--- src/rtl/pwr_seq_pkg.sv ---
package pwr_seq_pkg;

  // Power state codes; the numeric values are visible on state_o.
  typedef enum logic [1:0] {
    PS_STBY = 2'd0,
    PS_HOLD = 2'd1,
    PS_EXC  = 2'd2,
    PS_RUN  = 2'd3
  } pwr_state_e;

endpackage

--- src/rtl/pwr_sync.sv ---
// Multi-stage synchronizer for asynchronous level inputs.
module pwr_sync #(
  parameter int W      = 1,
  parameter int STAGES = 2
) (
  input  logic         clk,
  input  logic         rst,
  input  logic [W-1:0] d_i,
  output logic [W-1:0] q_o
);

  logic [W-1:0] chain_q [STAGES];

  always_ff @(posedge clk) begin
    if (rst) chain_q[0] <= '0;
    else     chain_q[0] <= d_i;
  end

  for (genvar g = 1; g < STAGES; g++) begin : g_stage
    always_ff @(posedge clk) begin
      if (rst) chain_q[g] <= '0;
      else     chain_q[g] <= chain_q[g-1];
    end
  end

  assign q_o = chain_q[STAGES-1];

endmodule

--- src/rtl/pwr_stab_timer.sv ---
// Counts the oscillator settling window once the enable is on.
module pwr_stab_timer #(
  parameter int STAB_CYC = 1024
) (
  input  logic clk,
  input  logic rst,
  input  logic osc_en_i,
  output logic done_o
);

  localparam int CNT_W = $clog2(STAB_CYC + 1);

  logic [CNT_W-1:0] cnt_q;
  logic             done_q;

  // The counter is reloaded while the oscillator is off, so it starts its
  // count on the first cycle the enable is seen high.
  always_ff @(posedge clk) begin
    if (rst || !osc_en_i) begin
      cnt_q  <= CNT_W'(STAB_CYC);
      done_q <= 1'b0;
    end else begin
      if (cnt_q != '0)          cnt_q  <= cnt_q - 1'b1;
      if (cnt_q == CNT_W'(1))   done_q <= 1'b1;
    end
  end

  assign done_o = done_q;

endmodule

--- src/rtl/pwr_mode_guard.sv ---
// Latches the mode inputs on standby entry and flags later changes.
module pwr_mode_guard #(
  parameter int MODE_W = 3
) (
  input  logic              clk,
  input  logic              rst,
  input  logic              enter_i,
  input  logic              in_stby_i,
  input  logic [MODE_W-1:0] mode_i,
  output logic              err_o
);

  logic [MODE_W-1:0] lat_q;
  logic              armed_q;
  logic              err_q;

  always_ff @(posedge clk) begin
    if (rst) begin
      lat_q   <= '0;
      armed_q <= 1'b0;
      err_q   <= 1'b0;
    end else begin
      if (enter_i) begin
        lat_q   <= mode_i;
        armed_q <= 1'b1;
      end else if (!in_stby_i) begin
        armed_q <= 1'b0;
      end
      if (in_stby_i && armed_q && (mode_i != lat_q)) err_q <= 1'b1;
    end
  end

  assign err_o = err_q;

endmodule

--- src/rtl/pwr_standby_seq.sv ---
// Standby entry and wake sequencer, top level.
module pwr_standby_seq
  import pwr_seq_pkg::*;
#(
  parameter int MODE_W   = 3,
  parameter int STAB_CYC = 1024,
  parameter int EXC_CYC  = 16,
  parameter int SYNC_STG = 2
) (
  input  logic              clk,
  input  logic              rst,
  input  logic              stby_n_i,
  input  logic              res_n_i,
  input  logic [MODE_W-1:0] mode_i,
  input  logic              ram_en_i,
  output logic              sys_rst_o,
  output logic              osc_en_o,
  output logic              io_hiz_o,
  output logic              ram_keep_o,
  output logic [1:0]        state_o,
  output logic              stab_done_o,
  output logic              early_err_o,
  output logic              mode_err_o
);

  localparam int EXC_W = $clog2(EXC_CYC + 1);

  logic [1:0]        pins_s;
  logic              stby_s;
  logic              res_s;
  logic [MODE_W-1:0] mode_s;

  pwr_state_e        state_q, state_d;
  logic [EXC_W-1:0]  exc_q;
  logic              hold_bad_q;
  logic              early_q;
  logic              keep_q;
  logic              srst_q, osc_q, hiz_q;
  logic              done;
  logic              enter_stby;
  logic              early_hit;

  // Pin synchronizers
  pwr_sync #(.W(2), .STAGES(SYNC_STG)) pin_sync_i (
    .clk (clk),
    .rst (rst),
    .d_i ({stby_n_i, res_n_i}),
    .q_o (pins_s)
  );

  pwr_sync #(.W(MODE_W), .STAGES(SYNC_STG)) mode_sync_i (
    .clk (clk),
    .rst (rst),
    .d_i (mode_i),
    .q_o (mode_s)
  );

  assign stby_s = pins_s[1];
  assign res_s  = pins_s[0];

  // Oscillator settling timer
  pwr_stab_timer #(.STAB_CYC(STAB_CYC)) stab_i (
    .clk      (clk),
    .rst      (rst),
    .osc_en_i (osc_q),
    .done_o   (done)
  );

  // Next-state logic; standby request has priority over all else.
  always_comb begin
    state_d = state_q;
    if (!stby_s) begin
      state_d = PS_STBY;
    end else begin
      case (state_q)
        PS_STBY: state_d = PS_HOLD;
        PS_HOLD: if (res_s && done && !hold_bad_q) state_d = PS_EXC;
        PS_EXC: begin
          if (!res_s)            state_d = PS_HOLD;
          else if (exc_q == '0)  state_d = PS_RUN;
        end
        PS_RUN:  if (!res_s) state_d = PS_HOLD;
        default: state_d = PS_STBY;
      endcase
    end
  end

  assign enter_stby = (state_d == PS_STBY) && (state_q != PS_STBY);
  assign early_hit  = (state_q == PS_HOLD) && res_s && !done;

  always_ff @(posedge clk) begin
    if (rst) begin
      state_q    <= PS_STBY;
      exc_q      <= '0;
      hold_bad_q <= 1'b0;
      early_q    <= 1'b0;
      keep_q     <= 1'b0;
      srst_q     <= 1'b1;
      osc_q      <= 1'b0;
      hiz_q      <= 1'b1;
    end else begin
      state_q <= state_d;

      if ((state_d == PS_EXC) && (state_q != PS_EXC))
        exc_q <= EXC_W'(EXC_CYC - 1);
      else if ((state_q == PS_EXC) && (exc_q != '0))
        exc_q <= exc_q - 1'b1;

      if (!res_s)         hold_bad_q <= 1'b0;
      else if (early_hit) hold_bad_q <= 1'b1;

      if (early_hit)  early_q <= 1'b1;
      if (enter_stby) keep_q  <= !ram_en_i;

      srst_q <= (state_d == PS_STBY) || (state_d == PS_HOLD);
      osc_q  <= (state_d != PS_STBY);
      hiz_q  <= (state_d == PS_STBY);
    end
  end

  // Mode-select guard
  pwr_mode_guard #(.MODE_W(MODE_W)) mode_guard_i (
    .clk       (clk),
    .rst       (rst),
    .enter_i   (enter_stby),
    .in_stby_i (state_q == PS_STBY),
    .mode_i    (mode_s),
    .err_o     (mode_err_o)
  );

  assign sys_rst_o   = srst_q;
  assign osc_en_o    = osc_q;
  assign io_hiz_o    = hiz_q;
  assign ram_keep_o  = keep_q;
  assign state_o     = state_q;
  assign stab_done_o = done;
  assign early_err_o = early_q;

endmodule

--- config.mk ---
export PLATFORM = sky130hd
export DESIGN_NAME = pwr_standby_seq
export DESIGN_NICKNAME = d
export VERILOG_FILES = /design/src/rtl/pwr_seq_pkg.sv /design/src/rtl/pwr_sync.sv /design/src/rtl/pwr_stab_timer.sv /design/src/rtl/pwr_mode_guard.sv /design/src/rtl/pwr_standby_seq.sv
export SDC_FILE = /design/constraint.sdc
export NUM_CORES = 1
export LEC_CHECK = 0
export ABC_AREA = 1
export CORE_MARGIN = 2
export CORE_UTILIZATION = 25
export DETAILED_ROUTE_END_ITERATION = 16
export GPL_TIMING_DRIVEN = 0
export HOLD_SLACK_MARGIN = 0.05
export PLACE_DENSITY_LB_ADDON = 0.05
export SLEW_MARGIN = 5
export SYNTH_ARGS = -nofsm -noshare
export SYNTH_HDL_FRONTEND = slang
export SYNTH_SLANG_ARGS = --single-unit
--- constraint.sdc ---
create_clock -name clk -period 2.88 [get_ports clk]
set_input_delay 0.576 -clock clk [delete_from_list [all_inputs] [get_ports clk]]
set_output_delay 0.576 -clock clk [all_outputs]
set_load 0.005 [all_outputs]
=== Word-level counts from Yosys, hierarchy flattened ===
Memories as Yosys holds them, arrays and structs flattened.
Cells that the tools add are included.
W data, S select, Z words.

* Register bits after elaboration: 30
* Memory bits (writable): 10
* Output and inout port bits: 9
* Logic and storage cells: 74
* Memories: 2

* $add $sub $neg: 2
* Eq/ne operators: 9
* Multiplexer cells: 17
* Bitwise gates (word level): 5
* Reduce and logical (&&, ||, !) cells: 25

{| class="wikitable"
|+ Memory list
! name !! depth !! width !! rd ports !! clocked after Yosys merged registers in !! wr ports !! RTL line !! RTL
|-
| mode_sync_i.chain_q || 2 || 3 || 2 || 0 || 2 || pwr_sync.sv:12 || <nowiki>logic [W-1:0] chain_q [STAGES];</nowiki>
|-
| pin_sync_i.chain_q || 2 || 2 || 2 || 0 || 2 || pwr_sync.sv:12 ||
|}

{| class="wikitable"
|+ Operators by type and width
! cell !! count
|-
| $mux W2 || 7
|-
| $eq A11 B1 Y1 const B || 1
|-
| $reduce_bool A11 Y1 || 1
|-
| $sub A11 B1 Y11 const B || 1
|-
| $logic_and A1 B1 Y1 || 9
|-
| $mux W4 || 2
|-
| $pmux W2 S4 || 1
|-
| $eq A2 B2 Y1 const B || 3
|-
| $mux W3 || 2
|-
| $reduce_bool A2 Y1 || 3
|-
| $logic_not A5 Y1 || 1
|-
| $mux W1 || 5
|-
| $reduce_bool A5 Y1 || 1
|-
| $sub A5 B1 Y5 const B || 1
|-
| $eq A2 B1 Y1 const B || 2
|-
| $logic_not A1 Y1 || 4
|-
| $logic_not A2 Y1 || 2
|-
| $ne A2 B2 Y1 const B || 2
|-
| $or A1 B1 Y1 || 4
|-
| $reduce_or A2 Y1 || 2
|-
| $ne A3 B3 Y1 || 1
|-
| $logic_or A1 B1 Y1 || 2
|-
| $not A1 Y1 || 1
|}

=== Depth between registers and ports, before layout ===
Gate-level depths: netlist of run 1.
An unclocked memory read counts as a cell.

* Depth after elaboration: 9
* Mapped depth: 11
* Gate-level depth less buffers: 11

=== Hierarchy ===
From an unflattened synthesis of run 1, not the netlist that was laid out.

* Cells, all modules: 248
* Area total of the unflattened synthesis: 1825.5 um^2

{| class="wikitable"
|+ Modules (own cells, without submodules)
! module !! instances !! cells an instance !! area each (um^2)
|-
| pwr_stab_timer || 1 || 100 || 701.9
|-
| pwr_standby_seq || 1 || 87 || 629.4
|-
| pwr_mode_guard || 1 || 31 || 219.0
|-
| pwr_sync (mode_sync_i) || 1 || 18 || 165.2
|-
| pwr_sync (pin_sync_i) || 1 || 12 || 110.1
|}

=== Worst setup path before layout of run 1 ===
Ideal clock, no wire load.

* Path type: register to register
* Start: register exc_q[0]
* End: register exc_q[3]
* Arrival: 1.215 ns
* Required time: 2.753 ns
* Slack: 1.538 ns
* Cell stages (with the launch flop): 12
* Path buffers: 0
* Period minus slack after synthesis: 1.342 ns
* Cell sequence: dfxtp_1 > inv_1 > ha_1 > inv_1 > nor2_1 > nand2_1 > nand3_1 > nand2_1 > inv_1 > nor2_2 > nor2_1 > nor2_1

* Longest elaborated chain between the ends: 8
* Elaborated cells on any way between the ends: 13
* Classes of those cells: add/sub: 1; eq/ne: 1; mux: 6; reduce/logical: 5

{| class="wikitable"
|+ Ends and longest elaborated chain
! element !! RTL line !! RTL
|-
| start: declaration || pwr_standby_seq.sv:34 || <nowiki>logic [EXC_W-1:0] exc_q;</nowiki>
|-
| start signal: assignment || pwr_standby_seq.sv:105 || <nowiki>exc_q <= EXC_W'(EXC_CYC - 1);</nowiki>
|-
| start signal: assignment || pwr_standby_seq.sv:107 || <nowiki>exc_q <= exc_q - 1'b1;</nowiki>
|-
| $logic_not A5 Y1 || pwr_standby_seq.sv:80 || <nowiki>else if (exc_q == '0) state_d = PS_RUN;</nowiki>
|-
| $mux W2 || pwr_standby_seq.sv:80 ||
|-
| $mux W2 || pwr_standby_seq.sv:79 || <nowiki>if (!res_s) state_d = PS_HOLD;</nowiki>
|-
| $pmux W2 S4 || pwr_standby_seq.sv:75 || <nowiki>case (state_q)</nowiki>
|-
| $mux W2 || pwr_standby_seq.sv:72 || <nowiki>if (!stby_s) begin</nowiki>
|-
| $eq A2 B2 Y1 || pwr_standby_seq.sv:104 || <nowiki>if ((state_d == PS_EXC) && (state_q != PS_EXC))</nowiki>
|-
| $logic_and A1 B1 Y1 || pwr_standby_seq.sv:104 ||
|-
| $mux W4 or $reduce_bool A2 Y1 (tied branches) || - ||
|}

Parallel ways exist; a longest one is shown, timed or not. The select of a mux whose other input is x is not followed.
A chain may end at the register's enable or synchronous reset.

=== Final worst setup path of run 1 ===
* Start: register state_q[1], in the netlist state_o[1]
* End: output port state_o[1]

{| class="wikitable"
|+ RTL lines
! element !! RTL line !! RTL
|-
| start: declaration || pwr_standby_seq.sv:33 || <nowiki>pwr_state_e state_q, state_d;</nowiki>
|-
| start signal: assignment || pwr_standby_seq.sv:102 || <nowiki>state_q <= state_d;</nowiki>
|-
| end: declaration || pwr_standby_seq.sv:20 || <nowiki>output logic [1:0] state_o,</nowiki>
|}

No word-level cell between the ends.

==> results of run 1 <==
-- cell families (layout without fill, tap and decap cells) --
kind of cell,count (synthesis),in the layout,synth area share [%]
flip-flops,40,40,47.8
XOR/XNOR,8,8,4.18
adder cells (fa/ha/maj),4,4,2.99
AO/OA/AOI/OAI,28,28,9.85
buffers and inverters,40,64,9.55
AND/OR/NAND/NOR,95,95,25.7
-- power breakdown --
group | leakage [nW] | switching (mW) | internal, mW
Combinational | 0.542 | 0.0358 | 0.0317
Clock | 0.0541 | 0.203 | 0.256
Sequential | 0.325 | 0.00742 | 0.566
Total | 0.921 | 0.246 | 0.854
-- registers in the layout (all words and copies together) (netlist names), 2 cells and up --
name	flops
stab_i.cnt_q	11
state_o	2
mode_guard_i.lat_q	3
exc_q	5
pin_sync_i.chain_q	4
mode_sync_i.chain_q	6
-- cell type report --
| cell class | instances | area, um^2 | share of cell area (%) |
|---|---|---|---|
| multi-input cells | 135 | 716 | 35.0 |
| flip-flops and latches | 40 | 801 | 39.2 |
| inverters | 37 | 140 | 6.85 |
| clock buffers | 5 | 68.8 | 3.37 |
| plain buffers | 3 | 20.0 | 0.979 |
| well taps | 77 | 96.3 | 4.71 |
| clock inverters | 3 | 42.5 | 2.08 |
| repair buffers | 16 | 160 | 7.83 |
-- how the worst max path moves through the flow --
stage	end	slack, ns	cells past startpoint
floorplan	exc_q[3]$_SDFFE_PP0P_	1.54	11
global placement	stab_i.cnt_q[8]$_SDFFE_PP0P_	0.81	6
detailed placement	stab_i.cnt_q[2]$_SDFFE_PP0P_	0.83	6
CTS	state_o[1]	0.98	1
global route	state_o[1]	0.93	1
finish	state_o[1]	1.02	1
-- placed cells by master (no fill, tap or decap), types with 4 or more instances in the layout --
cell type and instances:
sky130_fd_sc_hd__xor2_1 6, sky130_fd_sc_hd__inv_1 36, sky130_fd_sc_hd__nor2_2 4, sky130_fd_sc_hd__a21oi_1 14, sky130_fd_sc_hd__clkbuf_8 5, sky130_fd_sc_hd__nand4_1 4, sky130_fd_sc_hd__clkdlybuf4s50_1 16, sky130_fd_sc_hd__nand2_1 31
sky130_fd_sc_hd__dfxtp_1 40, sky130_fd_sc_hd__nand3_1 8, sky130_fd_sc_hd__ha_1 4, sky130_fd_sc_hd__o21ai_0 9, sky130_fd_sc_hd__nor2_1 38
-- metal layers --
metal	track usage (%)	vias up	wire length (um)
met1	13.0	551	1690
li1	-	706	-
met5	0	-	0
met2	13.9	16	1350
met4	4.33	0	55
met3	3.75	7	143
-- stage by stage --
step	hold WS (ns)	std cells	power (mW)	cell area, um^2
3_5_place_dp	0.394	308	0.655	1930
3_3_place_gp	0.391	308	0.656	1930
2_1_floorplan	0.388	215	0.630	1680
5_1_grt	0.426	316	1.16	2040
4_1_cts	0.406	316	1.12	2040
6_report	0.404	316	1.10	2040
==> impl_metrics.prom, run 1 <==
# TYPE chip_impl_metric gauge
chip_impl_metric{name="final.setup_skew",unit="ns"} 0.00279
chip_impl_metric{name="postSynthNetCount",unit=""} 227
chip_impl_metric{name="max_cap_viol_count",unit=""} 0
chip_impl_info{name="root_buffer",value="sky130_fd_sc_hd__clkbuf_8"} 1
chip_impl_metric{name="syn2layout_area_growth",unit="%"} 21.9
chip_impl_metric{name="timing.final.crit_share",unit="%"} 64.6
chip_impl_info{name="holdCritStartpoint",value="mode_sync_i.chain_q[0][1]$_SDFF_PP0_"} 1
chip_impl_metric{name="power.density",unit="nW/um^2"} 538
chip_impl_info{name="worst_hold_path.endpoint",value="mode_sync_i.chain_q[1][1]$_SDFF_PP0_"} 1
chip_impl_metric{name="r2r_setup_slk",unit="ns"} 1.35
chip_impl_metric{name="grt_antenna_before_repair",unit=""} 0
chip_impl_metric{name="relSlewSlack",unit="%"} 67.7
chip_impl_info{name="tritoncts",value="built"} 1
chip_impl_metric{name="post_cts_hold_buffer_count",unit=""} 0
chip_impl_info{name="start_kind",value="register"} 1
chip_impl_metric{name="finalSetupTns",unit="ns"} 0
chip_impl_metric{name="maxClockFrequency",unit="MHz"} 538
chip_impl_metric{name="preCtsSetupSlack",unit="ns"} 0.827
chip_impl_metric{name="initial_utilization",unit="%"} 26.1
chip_impl_info{name="critical_path_type",value="reg -> out"} 1
chip_impl_metric{name="buffer_ports.inserted",unit=""} 16
chip_impl_info{name="crit_chain",value="clkdlybuf4s50_1"} 1
chip_impl_metric{name="fp.coreArea",unit="um^2"} 6420
chip_impl_metric{name="first_pass_iters",unit=""} 4
chip_impl_metric{name="drive_gt1_share",unit="%"} 10.9
chip_impl_metric{name="mappedNetlistArea",unit="um^2"} 1680
chip_impl_metric{name="grt_util_all_layers",unit="%"} 9.75
chip_impl_metric{name="power_leakage",unit="nW"} 0.921
chip_impl_info{name="worst_setup_path_startpoint",value="state_o[1]$_SDFF_PP0_"} 1
chip_impl_metric{name="period_minus_slack",unit="ns"} 1.86
chip_impl_metric{name="design.portCount",unit=""} 17
chip_impl_metric{name="die-area",unit="um^2"} 7380
chip_impl_metric{name="finish.utilization",unit="%"} 31.8
chip_impl_metric{name="detail_route.iter0.violations",unit=""} 35
chip_impl_metric{name="num-fill-cells",unit=""} 699
chip_impl_metric{name="place.detailed.hpwl",unit="um"} 2390
chip_impl_metric{name="synth_largest_type_area_fraction",unit="%"} 47.8
chip_impl_metric{name="wire_per_inst",unit="um"} 10.2
chip_impl_metric{name="wire_length_of_the_first_global_routing_pass",unit="um"} 5560
chip_impl_info{name="rsz0062_at_grt",value="no"} 1
chip_impl_metric{name="hold_viol_final",unit=""} 0
chip_impl_metric{name="holdPathStages",unit=""} 2
chip_impl_metric{name="postSynthAreaPerCell",unit="um^2"} 7.80
chip_impl_metric{name="synth-seq-area-share",unit="%"} 47.8
chip_impl_metric{name="chipWidth",unit="um"} 85.9
chip_impl_info{name="synth-main-ff-cell",value="sky130_fd_sc_hd__dfxtp_1"} 1
chip_impl_metric{name="worstSkewPairLatency",unit="ns"} 0.29
chip_impl_metric{name="htree_levels",unit=""} 2
chip_impl_metric{name="grt_pass1_vias",unit=""} 1189
chip_impl_info{name="cell_with_the_most_instances_after_synthesis",value="sky130_fd_sc_hd__dfxtp_1"} 1
chip_impl_metric{name="postSynthRegisterBits",unit=""} 40
chip_impl_metric{name="cts_repair_resize_count",unit=""} 0
chip_impl_metric{name="crit_arrival",unit="ns"} 1.28
chip_impl_info{name="timing.hold.worst.class",value="reg -> reg"} 1
chip_impl_metric{name="critical_path_required",unit="ns"} 2.30
chip_impl_metric{name="pin_count_of_the_biggest_net_entering_global_routing",unit=""} 14
chip_impl_metric{name="path_clk_slew",unit="ns"} 0.08
chip_impl_metric{name="clk_path_buf_depth",unit=""} 2
chip_impl_info{name="regToRegStartpoint",value="exc_q[0]$_SDFFE_PP0P_"} 1
chip_impl_metric{name="critical_path.n_buffers_inverters",unit=""} 1
chip_impl_info{name="synth_area_leader_cell",value="sky130_fd_sc_hd__dfxtp_1"} 1
chip_impl_metric{name="synth-async-reset-ratio",unit="%"} 0
chip_impl_metric{name="overflow",unit=""} 0
chip_impl_metric{name="worst_ir_drop_vdd",unit="mV"} 0.223
chip_impl_metric{name="globalplace.congestion",unit=""} 0.695
chip_impl_metric{name="timing.final.max_slew_violations",unit=""} 0
chip_impl_metric{name="cts_setup_buffers",unit=""} 0
chip_impl_metric{name="route.final.wire_length",unit="um"} 3230
chip_impl_metric{name="cts_inserted_buffers",unit=""} 5
chip_impl_metric{name="layout.nets",unit=""} 250
chip_impl_metric{name="clock_sink_count",unit=""} 40
chip_impl_metric{name="ys_warn_count",unit=""} 0
chip_impl_metric{name="rows",unit=""} 29
chip_impl_info{name="critPathCaptureType",value="output pin"} 1
chip_impl_metric{name="syn-instance-count",unit=""} 215
chip_impl_metric{name="diodes",unit=""} 0
chip_impl_metric{name="drcViolationCount",unit=""} 0
chip_impl_info{name="critical_path.reg2reg.endpoint",value="exc_q[3]$_SDFFE_PP0P_"} 1
chip_impl_metric{name="die_h",unit="um"} 85.9
chip_impl_info{name="synth_top_cells_by_area",value="sky130_fd_sc_hd__dfxtp_1 48%, sky130_fd_sc_hd__nor2_1 8.5%, sky130_fd_sc_hd__inv_1 8.1%"} 1
chip_impl_metric{name="vias_per_cell",unit=""} 4.05
chip_impl_metric{name="critical-path-max-stage-delay",unit="ns"} 0.54
chip_impl_info{name="critPathSlowestCell",value="sky130_fd_sc_hd__clkdlybuf4s50_1"} 1
chip_impl_metric{name="timing.reg2reg.worst_path_depth",unit=""} 11
chip_impl_info{name="synth_common_cells",value="40 x sky130_fd_sc_hd__dfxtp_1, 38 x sky130_fd_sc_hd__nor2_1, 36 x sky130_fd_sc_hd__inv_1"} 1
chip_impl_metric{name="route.antenna.remaining_nets",unit=""} 0
chip_impl_metric{name="timing.critical_path.fanout_max",unit=""} 5
chip_impl_metric{name="synth.distinct_cells",unit=""} 28
chip_impl_metric{name="transition_time_at_the_pin_with_the_least_slew_margin",unit="ns"} 0.484
chip_impl_info{name="result_of_the_run",value="finished, final reports clean"} 1
chip_impl_info{name="critical_path.top_delay_family",value="buffers and inverters"} 1
chip_impl_metric{name="vias",unit=""} 1280
chip_impl_metric{name="synth_edf_count",unit=""} 0
chip_impl_metric{name="final_critical_path_setup_slack",unit="ns"} 1.02
chip_impl_metric{name="setup-violations-final",unit=""} 0
No activity file was read; power rests on OpenSTA's default activity.
==> run 2, diff against run 1 <==
Clock period 2.88 ns to 1.89 ns, I/O delays scaled along.
==> results of run 2 <==
The final DEF is identical to that of run 1. Status: finished, final reports clean.
Among the figures that moved: setup slack after placement 0.827 ns -> 0.0353 ns; setup slack after layout 1.02 ns -> 0.228 ns; register-to-register setup slack 1.35 ns -> 0.36 ns; total power 1.10 mW -> 1.68 mW; worst IR drop on VDD 0.223 mV -> 0.340 mV
==> run 3, diff against run 2 <==
Settings changed: CORE_MARGIN 2 to 5.
==> impl_metrics.prom, run 3 (synthesis gave the netlist of run 1 again) <==
# TYPE chip_impl_metric gauge
chip_impl_info{name="result_of_the_run",value="finished, final reports clean"} 1
chip_impl_metric{name="grtUsageMet3",unit="%"} 2.78
chip_impl_metric{name="grt_antenna_before_repair",unit=""} 0
chip_impl_metric{name="htree_levels",unit=""} 2
chip_impl_metric{name="chipWidth",unit="um"} 91.9
chip_impl_metric{name="period_minus_slack",unit="ns"} 1.66
chip_impl_metric{name="pwr-share-clk",unit="%"} 42.6
chip_impl_metric{name="path_clk_slew",unit="ns"} 0.09
chip_impl_metric{name="relSlewSlack",unit="%"} 65.9
chip_impl_info{name="timing.hold.worst.class",value="reg -> reg"} 1
chip_impl_metric{name="critical_path.n_buffers_inverters",unit=""} 1
chip_impl_metric{name="syn2layout_area_growth",unit="%"} 22.2
chip_impl_metric{name="initial_utilization",unit="%"} 26.1
chip_impl_metric{name="post_cts_hold_buffer_count",unit=""} 0
chip_impl_metric{name="cp.depth",unit=""} 1
chip_impl_info{name="critPathCaptureType",value="output pin"} 1
chip_impl_metric{name="timing.reg2reg.worst_path_depth",unit=""} 11
chip_impl_metric{name="tot_pwr",unit="mW"} 1.70
chip_impl_metric{name="wire_per_inst",unit="um"} 10.6
chip_impl_metric{name="p_switching",unit="mW"} 0.393
chip_impl_metric{name="grt_util_all_layers",unit="%"} 9.02
chip_impl_metric{name="timing.final.crit_share",unit="%"} 87.7
chip_impl_metric{name="final.setup_skew",unit="ns"} 0.00534
chip_impl_metric{name="vias",unit=""} 1283
chip_impl_info{name="start_kind",value="register"} 1
chip_impl_metric{name="cts_inserted_buffers",unit=""} 5
chip_impl_metric{name="rows",unit=""} 29
chip_impl_metric{name="grt_util_met1",unit="%"} 12.2
chip_impl_metric{name="cts_repair_resize_count",unit=""} 0
chip_impl_metric{name="die_h",unit="um"} 91.9
chip_impl_metric{name="grt_pass1_vias",unit=""} 1288
chip_impl_metric{name="worst_ir_drop_vdd",unit="mV"} 0.403
chip_impl_metric{name="vias_per_cell",unit=""} 4.06
chip_impl_metric{name="diodes",unit=""} 0
chip_impl_metric{name="largest_reg_flops",unit=""} 11
chip_impl_info{name="layout_commonest_cell",value="sky130_fd_sc_hd__dfxtp_1"} 1
chip_impl_metric{name="net_sw_share",unit="%"} 23.1
chip_impl_info{name="critical_path_type",value="reg -> out"} 1
chip_impl_metric{name="design.portCount",unit=""} 17
chip_impl_metric{name="worstSkewPairLatency",unit="ns"} 0.30
chip_impl_info{name="rsz0062_at_grt",value="no"} 1
chip_impl_metric{name="detail_route.iter0.violations",unit=""} 61
chip_impl_metric{name="place.detailed.hpwl",unit="um"} 2460
chip_impl_metric{name="timing.final.max_slew_violations",unit=""} 0
chip_impl_metric{name="seq_power_share",unit="%"} 51.3
chip_impl_metric{name="drcViolationCount",unit=""} 0
chip_impl_metric{name="die-area",unit="um^2"} 8440
chip_impl_metric{name="overflow",unit=""} 0
chip_impl_info{name="tritoncts",value="built"} 1
chip_impl_info{name="mostFrequentLayoutCells",value="40 x sky130_fd_sc_hd__dfxtp_1, 38 x sky130_fd_sc_hd__nor2_1, 36 x sky130_fd_sc_hd__inv_1, 31 x sky130_fd_sc_hd__nand2_1, 16 x sky130_fd_sc_hd__clkdlybuf4s50_1"} 1
chip_impl_metric{name="transition_time_at_the_pin_with_the_least_slew_margin",unit="ns"} 0.511
chip_impl_metric{name="route.final.wire_length",unit="um"} 3360
chip_impl_metric{name="wire_length_of_the_first_global_routing_pass",unit="um"} 6010
chip_impl_info{name="critical_path.top_delay_family",value="buffers and inverters"} 1
chip_impl_metric{name="max_cap_viol_count",unit=""} 0
chip_impl_metric{name="clk_path_buf_depth",unit=""} 2
chip_impl_info{name="root_buffer",value="sky130_fd_sc_hd__clkbuf_8"} 1
chip_impl_metric{name="critical-path-max-stage-delay",unit="ns"} 0.55
chip_impl_info{name="largest_register",value="stab_i.cnt_q"} 1
chip_impl_metric{name="timing.critical_path.fanout_max",unit=""} 5
chip_impl_metric{name="buffer_ports.inserted",unit=""} 16
chip_impl_metric{name="critical_path_required",unit="ns"} 1.51
chip_impl_metric{name="clock_sink_count",unit=""} 40
chip_impl_info{name="top_regs",value="stab_i.cnt_q x11, mode_sync_i.chain_q x6, exc_q x5"} 1
chip_impl_metric{name="hold_viol_final",unit=""} 0
chip_impl_metric{name="drive_gt1_share",unit="%"} 10.9
chip_impl_metric{name="globalplace.congestion",unit=""} 0.683
chip_impl_metric{name="fp.coreArea",unit="um^2"} 6420
chip_impl_metric{name="layout.nets",unit=""} 250
chip_impl_metric{name="comb_power_share",unit="%"} 6.1
chip_impl_metric{name="power.density",unit="nW/um^2"} 831
chip_impl_metric{name="crit_arrival",unit="ns"} 1.28
chip_impl_metric{name="maxClockFrequency",unit="MHz"} 603
chip_impl_metric{name="pin_count_of_the_biggest_net_entering_global_routing",unit=""} 15
chip_impl_info{name="critPathSlowestCell",value="sky130_fd_sc_hd__clkdlybuf4s50_1"} 1
chip_impl_info{name="busiest_layer",value="met2"} 1
chip_impl_metric{name="cts_setup_buffers",unit=""} 0
chip_impl_info{name="crit_chain",value="clkdlybuf4s50_1"} 1
chip_impl_metric{name="globalRouteMet2Util",unit="%"} 13.5
chip_impl_metric{name="holdPathStages",unit=""} 2
chip_impl_metric{name="first_pass_iters",unit=""} 4
chip_impl_metric{name="setup-violations-final",unit=""} 0
chip_impl_metric{name="internal-power",unit="mW"} 1.31
chip_impl_metric{name="power_leakage",unit="nW"} 0.922
chip_impl_metric{name="finalSetupTns",unit="ns"} 0
chip_impl_metric{name="route.antenna.remaining_nets",unit=""} 0
run 3: changes by cell type in the layout (fill, tap and decap cells not counted):
cell	before	now
sky130_fd_sc_hd__clkinv_2	2	1
sky130_fd_sc_hd__inv_6	0	1
run 3: per-layer routing:
layer | vias up | share of wire (%)
met4 | 0 | 1.4
li1 | 706 | -
met2 | 16 | 42
met1 | 556 | 53
met5 | - | 0
met3 | 5 | 4.1
run 3: path summary, 6_finish.rpt:
check                                        endpoint                                start  slack, ns
setup / recovery                           state_o[1]                state_o[1]$_SDFF_PP0_       0.23
hold / removal    pin_sync_i.chain_q[1][1]$_SDFF_PP0_  pin_sync_i.chain_q[0][1]$_SDFF_PP0_       0.41
setup reg to reg                exc_q[3]$_SDFFE_PP0P_                exc_q[0]$_SDFFE_PP0P_       0.35
hold reg to reg   pin_sync_i.chain_q[1][1]$_SDFF_PP0_  pin_sync_i.chain_q[0][1]$_SDFF_PP0_       0.41
run 3: through the flow:
step	utilization (%)	setup slack [ns]	std cells	hold slack, ns	area, um^2
floorplan	-	0.548	215	0.388	1680
global placement	30.1	0.0228	308	0.392	1930
detailed placement	30.1	0.0374	308	0.394	1930
CTS	31.9	0.198	316	0.407	2050
global route	31.9	0.0913	316	0.429	2050
finish	31.9	0.232	316	0.406	2050
run 3: power by group through the flow:
stage / Combinational [mW] / Clock [mW] / Sequential (mW)
6_report: 0.104 / 0.724 / 0.873
5_1_grt: 0.120 / 0.793 / 0.876
2_1_floorplan: 0.0687 / 0 / 0.891
3_3_place_gp: 0.106 / 0 / 0.893
4_1_cts: 0.107 / 0.754 / 0.873
3_5_place_dp: 0.106 / 0 / 0.893
run 3: layout make-up:
type                       count  area [um^2]
tap                           77         96.3
fill                         718         4370
sequential                    40          801
buffer                         3         20.0
clock inverter                 3         46.3
clock buffer                   5         68.8
multi-input combinational    135          716
timing repair buffer          16          160
inverter                      37          140
